==> config.mk <==
export PLATFORM = sky130hd
export DESIGN_NAME = dmaq_regstub
export DESIGN_NICKNAME = d
export VERILOG_FILES = /design/src/rtl/dmaq_pkg.sv /design/src/rtl/dmaq_bus_decode.sv /design/src/rtl/dmaq_queue_regs.sv /design/src/rtl/dmaq_irq_regs.sv /design/src/rtl/dmaq_word_store.sv /design/src/rtl/dmaq_regstub.sv
export SDC_FILE = /design/constraint.sdc
export NUM_CORES = 2
export LEC_CHECK = 0
export BUFFER_PORTS_ARGS = -buffer_cell sky130_fd_sc_hd__buf_2
export CAP_MARGIN = 20
export CORE_ASPECT_RATIO = 1.25
export CORE_MARGIN = 5
export CORE_UTILIZATION = 50
export CTS_BUF_LIST = sky130_fd_sc_hd__clkbuf_2 sky130_fd_sc_hd__clkbuf_4 sky130_fd_sc_hd__clkbuf_8
export DETAILED_ROUTE_END_ITERATION = 6
export GPL_ROUTABILITY_DRIVEN = 0
export GPL_TIMING_DRIVEN = 0
export PLACE_DENSITY = 0.66
export SLEW_MARGIN = 20
export SYNTH_ARGS = -nofsm -noshare
export SYNTH_HDL_FRONTEND = slang
export SYNTH_HIERARCHICAL = 1
export SYNTH_SLANG_ARGS = --single-unit
==> constraint.sdc <==
create_clock -name clk -period 3.8 [get_ports clk]
set_input_delay 0.95 -clock clk [delete_from_list [all_inputs] [get_ports clk]]
set_output_delay 0.95 -clock clk [all_outputs]
set_load 0.01 [all_outputs]
==> src/rtl/dmaq_pkg.sv <==
// Shared constants for the DMA command queue register stub.
// Assumes a 32-bit data path; the word indices are the byte offsets divided by four.
package dmaq_pkg;
    localparam int unsigned WORD_W    = 32;
    localparam int unsigned IX_QBASE  = 4;   // 0x10 queue base (plain storage)
    localparam int unsigned IX_QEND   = 5;   // 0x14 end pointer
    localparam int unsigned IX_QWR    = 6;   // 0x18 write pointer
    localparam int unsigned IX_QRD    = 7;   // 0x1C read pointer
    localparam int unsigned IX_IEN    = 8;   // 0x20 interrupt enable
    localparam int unsigned IX_IST    = 9;   // 0x24 interrupt status
    localparam logic [WORD_W-1:0] PTR_MASK  = 32'h0003_FFFF;
    localparam logic [WORD_W-1:0] IEN_MASK  = 32'hBFEF_F07F;
    localparam logic [WORD_W-1:0] IST_RESET = 32'hF800_0000;
    localparam logic [WORD_W-1:0] ARM_KEY   = 32'hEE88_2266;
    localparam logic [WORD_W-1:0] DONE_BITS = 32'h0000_0030;
endpackage

==> src/rtl/dmaq_bus_decode.sv <==
// Request decoder: turns a byte offset into a word index and qualifies
// reads and writes. Assumes REG_WORDS covers at least the ten named words.
// Writes need all byte strobes set and an offset inside the register area.
module dmaq_bus_decode #(
    parameter int unsigned ADDR_W    = 12,
    parameter int unsigned REG_WORDS = 32,
    localparam int unsigned IDX_W    = $clog2(REG_WORDS),
    localparam int unsigned WA_W     = ADDR_W - 2
) (
    input  logic              req_valid,
    input  logic              req_write,
    input  logic [ADDR_W-1:0] req_addr,
    input  logic [3:0]        req_wstrb,
    output logic              wr_en_o,
    output logic              rd_en_o,
    output logic              in_area_o,
    output logic [IDX_W-1:0]  idx_o
);
    logic [WA_W-1:0] word_addr;
    logic            unused_lsb;

    // Drop the byte lane bits; accesses are whole words.
    always_comb begin
        word_addr  = req_addr[ADDR_W-1:2];
        unused_lsb = ^req_addr[1:0];
        in_area_o  = (word_addr < WA_W'(REG_WORDS));
        idx_o      = word_addr[IDX_W-1:0];
        wr_en_o    = req_valid && req_write && (req_wstrb == 4'hF) && in_area_o;
        rd_en_o    = req_valid && !req_write;
    end
endmodule

==> src/rtl/dmaq_queue_regs.sv <==
// Queue pointer registers: end, write and read pointers plus the one-shot
// completion key. Emits a completion pulse when a write-pointer update is
// not held back by the key. Assumes at most one write per cycle.
module dmaq_queue_regs #(
    parameter int unsigned REG_WORDS = 32,
    localparam int unsigned IDX_W    = $clog2(REG_WORDS)
) (
    input  logic                        clk,
    input  logic                        rst_n,
    input  logic                        wr_en_i,
    input  logic [IDX_W-1:0]            idx_i,
    input  logic [dmaq_pkg::WORD_W-1:0] wdata_i,
    output logic [dmaq_pkg::WORD_W-1:0] end_ptr_o,
    output logic [dmaq_pkg::WORD_W-1:0] wr_ptr_o,
    output logic [dmaq_pkg::WORD_W-1:0] rd_ptr_o,
    output logic                        cmpl_o
);
    import dmaq_pkg::*;

    logic armed_q;
    logic hit_end, hit_wr, hit_rd, key_seen;

    // Per-register write hits and key detection.
    always_comb begin
        hit_end  = wr_en_i && (idx_i == IDX_W'(IX_QEND));
        hit_wr   = wr_en_i && (idx_i == IDX_W'(IX_QWR));
        hit_rd   = wr_en_i && (idx_i == IDX_W'(IX_QRD));
        key_seen = hit_rd && (wdata_i == ARM_KEY);
        cmpl_o   = hit_wr && !armed_q;
    end

    // Pointer storage; the write pointer also drags the read pointer along.
    always_ff @(posedge clk) begin
        if (!rst_n) begin
            end_ptr_o <= '0;
            wr_ptr_o  <= '0;
            rd_ptr_o  <= '0;
        end else begin
            if (hit_end) end_ptr_o <= wdata_i & PTR_MASK;
            if (hit_wr) begin
                wr_ptr_o <= wdata_i & PTR_MASK;
                rd_ptr_o <= wdata_i & PTR_MASK;
            end
        end
    end

    // One-shot key: armed by the key value, consumed by the next write-pointer update.
    always_ff @(posedge clk) begin
        if (!rst_n)        armed_q <= 1'b0;
        else if (key_seen) armed_q <= 1'b1;
        else if (hit_wr)   armed_q <= 1'b0;
    end

    a_r3_rd_follows_wr: assert property (@(posedge clk) disable iff (!rst_n)
        hit_wr |=> (rd_ptr_o == wr_ptr_o));
    a_r5_key_one_shot: assert property (@(posedge clk) disable iff (!rst_n)
        (hit_wr && armed_q) |=> !armed_q);
    a_r6_other_value_keeps_key: assert property (@(posedge clk) disable iff (!rst_n)
        (hit_rd && !key_seen) |=> (armed_q == $past(armed_q)) && $stable(rd_ptr_o));
endmodule

==> src/rtl/dmaq_irq_regs.sv <==
// Interrupt enable and status registers and the registered interrupt level.
// A completion pulse sets both done bits and raises the line if enabled.
// A status write with a done bit set clears both and drops the line.
module dmaq_irq_regs #(
    parameter int unsigned REG_WORDS = 32,
    localparam int unsigned IDX_W    = $clog2(REG_WORDS)
) (
    input  logic                        clk,
    input  logic                        rst_n,
    input  logic                        wr_en_i,
    input  logic [IDX_W-1:0]            idx_i,
    input  logic [dmaq_pkg::WORD_W-1:0] wdata_i,
    input  logic                        cmpl_i,
    output logic [dmaq_pkg::WORD_W-1:0] ien_o,
    output logic [dmaq_pkg::WORD_W-1:0] ist_o,
    output logic                        irq_o
);
    import dmaq_pkg::*;

    logic hit_ien, clr_done, en_any;

    // Decode enable writes and done-bit clears.
    always_comb begin
        hit_ien  = wr_en_i && (idx_i == IDX_W'(IX_IEN));
        clr_done = wr_en_i && (idx_i == IDX_W'(IX_IST)) && ((wdata_i & DONE_BITS) != '0);
        en_any   = (ien_o & DONE_BITS) != '0;
    end

    // Enable register with its writable-bit mask.
    always_ff @(posedge clk) begin
        if (!rst_n)       ien_o <= '0;
        else if (hit_ien) ien_o <= wdata_i & IEN_MASK;
    end

    // Status register: set by completion, cleared by a done-bit write.
    always_ff @(posedge clk) begin
        if (!rst_n)        ist_o <= IST_RESET;
        else if (cmpl_i)   ist_o <= ist_o | DONE_BITS;
        else if (clr_done) ist_o <= ist_o & ~DONE_BITS;
    end

    // Interrupt level, moved only by completion or clear.
    always_ff @(posedge clk) begin
        if (!rst_n)                 irq_o <= 1'b0;
        else if (cmpl_i && en_any)  irq_o <= 1'b1;
        else if (clr_done)          irq_o <= 1'b0;
    end

    a_r4_irq_on_enabled_done: assert property (@(posedge clk) disable iff (!rst_n)
        (cmpl_i && en_any) |=> irq_o);
    a_r8_clear_drops_irq: assert property (@(posedge clk) disable iff (!rst_n)
        clr_done |=> (!irq_o && ((ist_o & DONE_BITS) == '0)));
    a_r8_upper_status_kept: assert property (@(posedge clk) disable iff (!rst_n)
        $stable(ist_o[31:6]) && $stable(ist_o[3:0]));
    a_r13_irq_moves_on_write: assert property (@(posedge clk) disable iff (!rst_n)
        !wr_en_i |=> $stable(irq_o));
endmodule

==> src/rtl/dmaq_word_store.sv <==
// Plain storage for every register-area word that has no special meaning.
// The named queue and interrupt words are tied to zero here; their owners
// supply their values to the read path.
module dmaq_word_store #(
    parameter int unsigned REG_WORDS = 32,
    localparam int unsigned IDX_W    = $clog2(REG_WORDS)
) (
    input  logic                                         clk,
    input  logic                                         rst_n,
    input  logic                                         wr_en_i,
    input  logic [IDX_W-1:0]                             idx_i,
    input  logic [dmaq_pkg::WORD_W-1:0]                  wdata_i,
    output logic [REG_WORDS-1:0][dmaq_pkg::WORD_W-1:0]   words_o
);
    import dmaq_pkg::*;

    for (genvar g = 0; g < REG_WORDS; g++) begin : g_word
        if (g >= IX_QEND && g <= IX_IST) begin : g_owned
            assign words_o[g] = '0;
        end else begin : g_plain
            // Full-width storage word.
            always_ff @(posedge clk) begin
                if (!rst_n)                                   words_o[g] <= '0;
                else if (wr_en_i && idx_i == IDX_W'(g))       words_o[g] <= wdata_i;
            end
        end
    end
endmodule

==> src/rtl/dmaq_regstub.sv <==
// Top of the DMA command queue register stub. Decodes requests, hands
// writes to the queue, interrupt and storage blocks, and returns read data
// one cycle after each read. Every request is accepted in its own cycle.
module dmaq_regstub #(
    parameter int unsigned ADDR_W    = 12,
    parameter int unsigned REG_WORDS = 32,
    localparam int unsigned IDX_W    = $clog2(REG_WORDS)
) (
    input  logic              clk,
    input  logic              rst_n,
    input  logic              req_valid,
    input  logic              req_write,
    input  logic [ADDR_W-1:0] req_addr,
    input  logic [31:0]       req_wdata,
    input  logic [3:0]        req_wstrb,
    output logic              rsp_valid,
    output logic [31:0]       rsp_rdata,
    output logic              irq
);
    import dmaq_pkg::*;

    logic             wr_en, rd_en, in_area, cmpl;
    logic [IDX_W-1:0] idx;
    logic [WORD_W-1:0] end_ptr, wr_ptr, rd_ptr, ien, ist, rd_mux;
    logic [REG_WORDS-1:0][WORD_W-1:0] words;

    dmaq_bus_decode #(.ADDR_W(ADDR_W), .REG_WORDS(REG_WORDS)) decode_i (
        .req_valid(req_valid), .req_write(req_write), .req_addr(req_addr),
        .req_wstrb(req_wstrb), .wr_en_o(wr_en), .rd_en_o(rd_en),
        .in_area_o(in_area), .idx_o(idx));

    dmaq_queue_regs #(.REG_WORDS(REG_WORDS)) queue_i (
        .clk(clk), .rst_n(rst_n), .wr_en_i(wr_en), .idx_i(idx), .wdata_i(req_wdata),
        .end_ptr_o(end_ptr), .wr_ptr_o(wr_ptr), .rd_ptr_o(rd_ptr), .cmpl_o(cmpl));

    dmaq_irq_regs #(.REG_WORDS(REG_WORDS)) irq_i (
        .clk(clk), .rst_n(rst_n), .wr_en_i(wr_en), .idx_i(idx), .wdata_i(req_wdata),
        .cmpl_i(cmpl), .ien_o(ien), .ist_o(ist), .irq_o(irq));

    dmaq_word_store #(.REG_WORDS(REG_WORDS)) store_i (
        .clk(clk), .rst_n(rst_n), .wr_en_i(wr_en), .idx_i(idx), .wdata_i(req_wdata),
        .words_o(words));

    // Select the read source; outside the register area reads return zero.
    always_comb begin
        if (!in_area)                        rd_mux = '0;
        else if (idx == IDX_W'(IX_QEND))     rd_mux = end_ptr;
        else if (idx == IDX_W'(IX_QWR))      rd_mux = wr_ptr;
        else if (idx == IDX_W'(IX_QRD))      rd_mux = rd_ptr;
        else if (idx == IDX_W'(IX_IEN))      rd_mux = ien;
        else if (idx == IDX_W'(IX_IST))      rd_mux = ist;
        else                                 rd_mux = words[idx];
    end

    // Register the read response.
    always_ff @(posedge clk) begin
        if (!rst_n) begin
            rsp_valid <= 1'b0;
            rsp_rdata <= '0;
        end else begin
            rsp_valid <= rd_en;
            if (rd_en) rsp_rdata <= rd_mux;
        end
    end

    a_r13_read_response: assert property (@(posedge clk) disable iff (!rst_n)
        (req_valid && !req_write) |=> rsp_valid);
    a_r13_no_response_on_write: assert property (@(posedge clk) disable iff (!rst_n)
        (req_valid && req_write) |=> !rsp_valid);
    a_r10_outside_reads_zero: assert property (@(posedge clk) disable iff (!rst_n)
        (req_valid && !req_write && !in_area) |=> (rsp_rdata == '0));
endmodule

### Yosys cells after proc, flatten, opt, wreduce, memory -nomap -nowiden

Index checks and enable logic that the tools add are counted.

* memory bits (read-only): 0
* output and inout port bits: 34
* bits in writable memories: 0
* input bits: 52
* logic and storage cells: 132
* latch bits: 0
* memories kept: 0
* register bits after elaboration: 962

* $lt $le $gt $ge: 2
* eq/ne operators: 33
* reduce and logical (&&, ||, !) cells: 48
* mux-type cells: 14
* multipliers: 0
* bitwise logic cells: 0
* divide/modulo/power cells: 0
* shift-type cells: 0
* add/sub/neg operators: 0

Operators by type and width (count)
* 2-to-1 mux 32 bit: 7
* binary-select mux 32 bit (select 5 bit): 1
* == test 5 bit (second input constant): 16
* nonzero test 32 bit: 2
* == test 5 x 4 -> 1 bit (second input constant): 8
* logical AND 1 bit: 40
* == test 32 bit (second input constant): 1
* == test 5 x 3 -> 1 bit (second input constant): 4
* 2-to-1 mux 6 bit: 2
* == test 5 x 2 -> 1 bit (second input constant): 2
* < comparator 10 x 6 -> 1 bit (second input constant): 1
* < comparator 5 x 6 -> 1 bit (second input constant): 1
* nonzero test 2 bit: 3
* == test 5 x 1 -> 1 bit (second input constant): 1
* logical NOT 5 bit: 1
* == test 4 bit (second input constant): 1
* 2-to-1 mux 1 bit: 4
* logical NOT 1 bit: 2

### Longest topological paths before layout

* word-level depth: 8
* mapped depth: 10
* mapped depth without buffers: 7

### Hierarchy

Netlist, hierarchy kept.

By module, submodules not included
* dmaq_word_store: times used 1, cells an instance 3079, seq. area each 17296.6 µm², area each 31950.6 µm²
* dmaq_regstub: times used 1, cells an instance 1033, seq. area each 660.6 µm², area each 11028.1 µm²
* dmaq_queue_regs: times used 1, cells an instance 249, seq. area each 740.7 µm², area each 2209.6 µm²
* dmaq_irq_regs: times used 1, cells an instance 161, seq. area each 540.5 µm², area each 1391.3 µm²
* dmaq_bus_decode: times used 1, cells an instance 11, seq. area each 0.0 µm², area each 81.3 µm²

### Worst setup path before layout

No wires, ideal clock.

* path kind: input to register
* from: input port req_addr[11]
* to: register store_i/words_o[104] in the netlist's numbering
* stages: 7
* slack: 0.556 ns
* data required time: 3.668 ns
* buffers on the path: 2
* setup time: 0.132 ns
* arrival time: 3.112 ns
* cells stage by stage: or4_4 > nor4_2 > nand4b_2 > or3_1 > buf_2 > buf_6 > mux2i_1

* longest elaborated chain between the ends: 3

RTL lines
* from (decl): RTL line dmaq_regstub.sv:13 `input logic [ADDR_W-1:0] req_addr,`
* < comparator 10 x 6 -> 1 bit: RTL line dmaq_bus_decode.sv:26 `in_area_o = (word_addr < WA_W'(REG_WORDS));`
* logical AND 1 bit: RTL line dmaq_bus_decode.sv:28 `wr_en_o = req_valid && req_write && (req_wstrb == 4'hF) && in_area_o;`
* via wr_en: RTL line dmaq_regstub.sv:22 `logic wr_en, rd_en, in_area, cmpl;`
* logical AND 1 bit: RTL line dmaq_word_store.sv:24 `else if (wr_en_i && idx_i == IDX_W'(g)) words_o[g] <= wdata_i;`
* to (signal, indexed assignment): RTL line dmaq_word_store.sv:24
* to (decl): RTL line dmaq_word_store.sv:13 `output logic [REG_WORDS-1:0][dmaq_pkg::WORD_W-1:0] words_o`

The timed path passes the listed nets, and every way through them passes these cells.
A chain may end at the register's enable or synchronous reset.

### Worst setup path after layout

* from: input port req_addr[3]
* to: register rsp_rdata[13]

* longest elaborated chain between the ends: 8
* elaborated cells on any way between the ends: 14
* classes of those cells: 1 x order compare; 5 x eq/ne; 8 x mux

RTL lines
* binary-select mux 32 bit (select 5 bit): RTL line dmaq_regstub.sv:52 `else rd_mux = words[idx];`
* 2-to-1 mux 32 bit (implied by the code): RTL line dmaq_regstub.sv:52
* 2-to-1 mux 32 bit: RTL line dmaq_regstub.sv:51 `else if (idx == IDX_W'(IX_IST)) rd_mux = ist;`
* 2-to-1 mux 32 bit: RTL line dmaq_regstub.sv:50 `else if (idx == IDX_W'(IX_IEN)) rd_mux = ien;`
* 2-to-1 mux 32 bit: RTL line dmaq_regstub.sv:49 `else if (idx == IDX_W'(IX_QRD)) rd_mux = rd_ptr;`
* 2-to-1 mux 32 bit: RTL line dmaq_regstub.sv:48 `else if (idx == IDX_W'(IX_QWR)) rd_mux = wr_ptr;`
* 2-to-1 mux 32 bit: RTL line dmaq_regstub.sv:47 `else if (idx == IDX_W'(IX_QEND)) rd_mux = end_ptr;`
* 2-to-1 mux 32 bit *: RTL line dmaq_regstub.sv:46 `if (!in_area) rd_mux = '0;`
* to (signal assigned): RTL line dmaq_regstub.sv:62 `if (rd_en) rsp_rdata <= rd_mux;`
* to (decl): RTL line dmaq_regstub.sv:17 `output logic [31:0] rsp_rdata,`

Every way passes the cells marked *; elsewhere a longest branch is shown, timed or not. The select of a mux whose other input is x is not followed.

==> flow_summary.yaml <==
worst_setup_path:
  cpMaxStageDelayCell: "a21oi_2"
  path_class: "in -> reg"
  crit_arrival_ns: 4.87
  critical_path.endpoint_type: "register"
  crit_start: "req_addr[3]"
  cp.required_ns: 4.54
  r2r-end: "rsp_rdata[26]$_SDFFE_PN0P_"
  critical_path.max_fanout: 15
  crit_top_cell: "buf_4"
  reg2reg_depth: 5
  crit_family: "buffers and inverters"
  start_kind: "input pin"
  cp_cell_sequence: "buf_4, buf_4, buf_6, buf_2, buf_4, nor2_1, a21oi_2, nand3_1, a32o_1"
  slowest_delay_ns: 0.67
  ff2ff_setup_slack_ns: 1.33
  cp_num_buf_inv: 5
  reg2reg_from: "store_i/words_o[58]$_SDFFE_PN0P_"
min_path:
  whs_path_depth: 3
  hold-path-endpoint: "irq_i/ien_o[21]$_SDFFE_PN0P_"
  min_from: "req_wdata[21]"
  holdCritPathClass: "in -> reg"
floorplanning:
  io_pins: 86
  coreArea_sq_um: 92750
  initial_core_util_pct: 50.26
  die_h_um: 351.4
  die_area_sq_um: 99480
  die-width_um: 283.1
  rows: 125
power:
  internal_power_mw: 16.11
  seq_power_share_pct: 45.4
  combPwrFrac_pct: 9.2
  ir_drop_mv: 0.3055
  p_switching_mw: 6.080
  clock_power_share_pct: 45.4
  sw_frac_of_total_pct: 27.41
  leakage_nw: 22.70
  power_density_nw_per_um2: 418.7
global_routing:
  antenna_found_initial: 13
  grt_pass1_wl_um: 277400
  grt_pass1_vias: 37720
  grt_use_total_pct: 38.95
  grt_max_degree: 17
  grt-ovfl-total: 0
placement:
  pre_cts_ws_ns: -1.396
  placedCellCount: 6044
  dpl.hpwl_um: 143300
  portBuffers: 78
  post_dp_cell_area_sq_um: 49470
sta:
  rsz0062_at_grt: "no"
  slew_violations: 0
  period_share_pct: 108.8
  setup-tns-final_ns: -2.935
  hold_violations: 0
  fmax_mhz: 241.9
  setup_viol: 17
  clock_skew_ns: 0.04432
  whs_ns: 0.3772
  fin_ws_ns: -0.3332
  relSlewSlack_pct: 11.20
  period_needed_ns: 4.133
  worst-slew-pin-transition_ns: 1.332
clock_tree:
  clk_latency_ns: 0.89
  cts.sink_count: 961
  path_clk_slew_ns: 0.06
  cts_max_level: 4
  clock_tree.root_cell: "clkbuf_8"
  cts_buffers: 157
  cts_tree: "built"
  cts_buffer_depth: 3
  hold_buffers: 0
status:
  violations: "design-rule violations, negative setup slack"
  status: "finished with violations"
synth:
  netlist_area_sq_um: 46620
  ys_warn_count: 6
  synthCells: 4527
  syn_area_per_cell_sq_um: 10.30
drt:
  viasPerCell: 6.233
  wl_per_cell_um: 31.61
  drt_first_pass_iters: 7
  wirelength_um: 200300
  drtAntennaViolNets: 0
  drt-initial-drc-count: 5761
  route.detailed.drc: 6
  vias: 39490
final_layout:
  fin_cells: 6335
  stdcell_area_sq_um: 52990
  area_growth_pct: 13.66
  nNetsFinal: 5049
  layout-drive-gt1-share_pct: 21.94
flow_run:
  maxCapViolCount: 0
-- final cells by class --
type                       count  area (sq um)
antenna                        7         17.52
buffer                       671          4014
clock buffer                 254          3189
clock inverter                30         280.3
fill                        8183         39760
inverter                      15         56.30
multi-input combinational   3109         24230
sequential                   961         19240
tap                         1206          1509
timing repair buffer          82         455.4
-- power groups by stage --
| stage | sequential, mW | clock [mW] | combinational, mW |
|---|---|---|---|
| after floorplan | 10.3 | 0 | 1.02 |
| after global placement | 10.3 | 0 | 1.89 |
| after detailed placement | 10.3 | 0 | 1.90 |
| after CTS | 10.1 | 10.1 | 1.90 |
| after global routing | 10.1 | 10.6 | 2.02 |
| final | 10.1 | 10.1 | 2.03 |
-- metal layers --
| metal | global-route usage (%) | up-vias | wire length (um) |
|---|---|---|---|
| li1 | - | 16540 | - |
| met1 | 45.66 | 19250 | 70000 |
| met2 | 58.81 | 2848 | 85100 |
| met3 | 11.26 | 839 | 23340 |
| met4 | 33.55 | 8 | 21750 |
| met5 | 0 | - | 64 |
-- per-stage QoR --
stage / utilization (%) / total power, mW
finish: 57.13 / 22.19
global route: 57.11 / 22.64
global placement: 53.24 / 12.19
floorplan: - / 11.32
detailed placement: 53.34 / 12.20
CTS: 57.09 / 22.05
-- worst min-delay path, stage by stage --
cell,delay (ns)
buf_2,0.12
nand2_1,0.05
mux2i_1,0.06
-- cell usage in the layout, fill, tap and decap left out, types with 13 or more instances in the layout --
cell      count
a32o_1       14
nor2_2       13
conb_1      233
a211oi_1     14
buf_6        20
clkbuf_1    206
clkinv_2     13
o221ai_1     13
nand2_1    1017
mux4_2      223
a22oi_1     103
o22ai_1      20
clkbuf_4     51
a221oi_1     14
o31ai_1      14
mux2i_1     964
dfxtp_1     961
inv_1        14
nand4b_1     21
nand4_1      13
buf_4       323
clkbuf_8    205
nand3_1      44
a21oi_1      87
o21ai_0      43
mux2_2       23
buf_2       178
nor2b_1      21
nor2_1       23
-- sequential cells by signal, indices dropped and copies added, names as in the netlist --
| register | flops |
|---|---|
| queue_i/armed_q | 1 |
| queue_i/rd_ptr_o | 18 |
| store_i/words_o | 864 |
| rsp_valid | 1 |
| irq_i/ien_o | 25 |
| queue_i/end_ptr_o | 18 |
| rsp_rdata | 32 |
| irq_i/irq_o | 1 |
| irq_i/ist_o | 1 |
-- worst max path at each step --
stage	depth (start not counted)	slack (ns)	to
after global placement	8	-1.55	rsp_rdata[28]$_SDFFE_PN0P_
after floorplan	7	0.56	store_i/words_o[104]$_SDFFE_PN0P_
after CTS	9	-0.03	rsp_rdata[27]$_SDFFE_PN0P_
after detailed placement	9	-1.40	rsp_rdata[27]$_SDFFE_PN0P_
final	9	-0.33	rsp_rdata[13]$_SDFFE_PN0P_
after global routing	9	0.007	rsp_rdata[13]$_SDFFE_PN0P_
-- timing repair --
item | CTS | global route
endpoints found under the setup margin | 16 | 2
setup buffers | 0 | 0
resized for setup | 4 | 3
(Power assumes the default switching activity.)
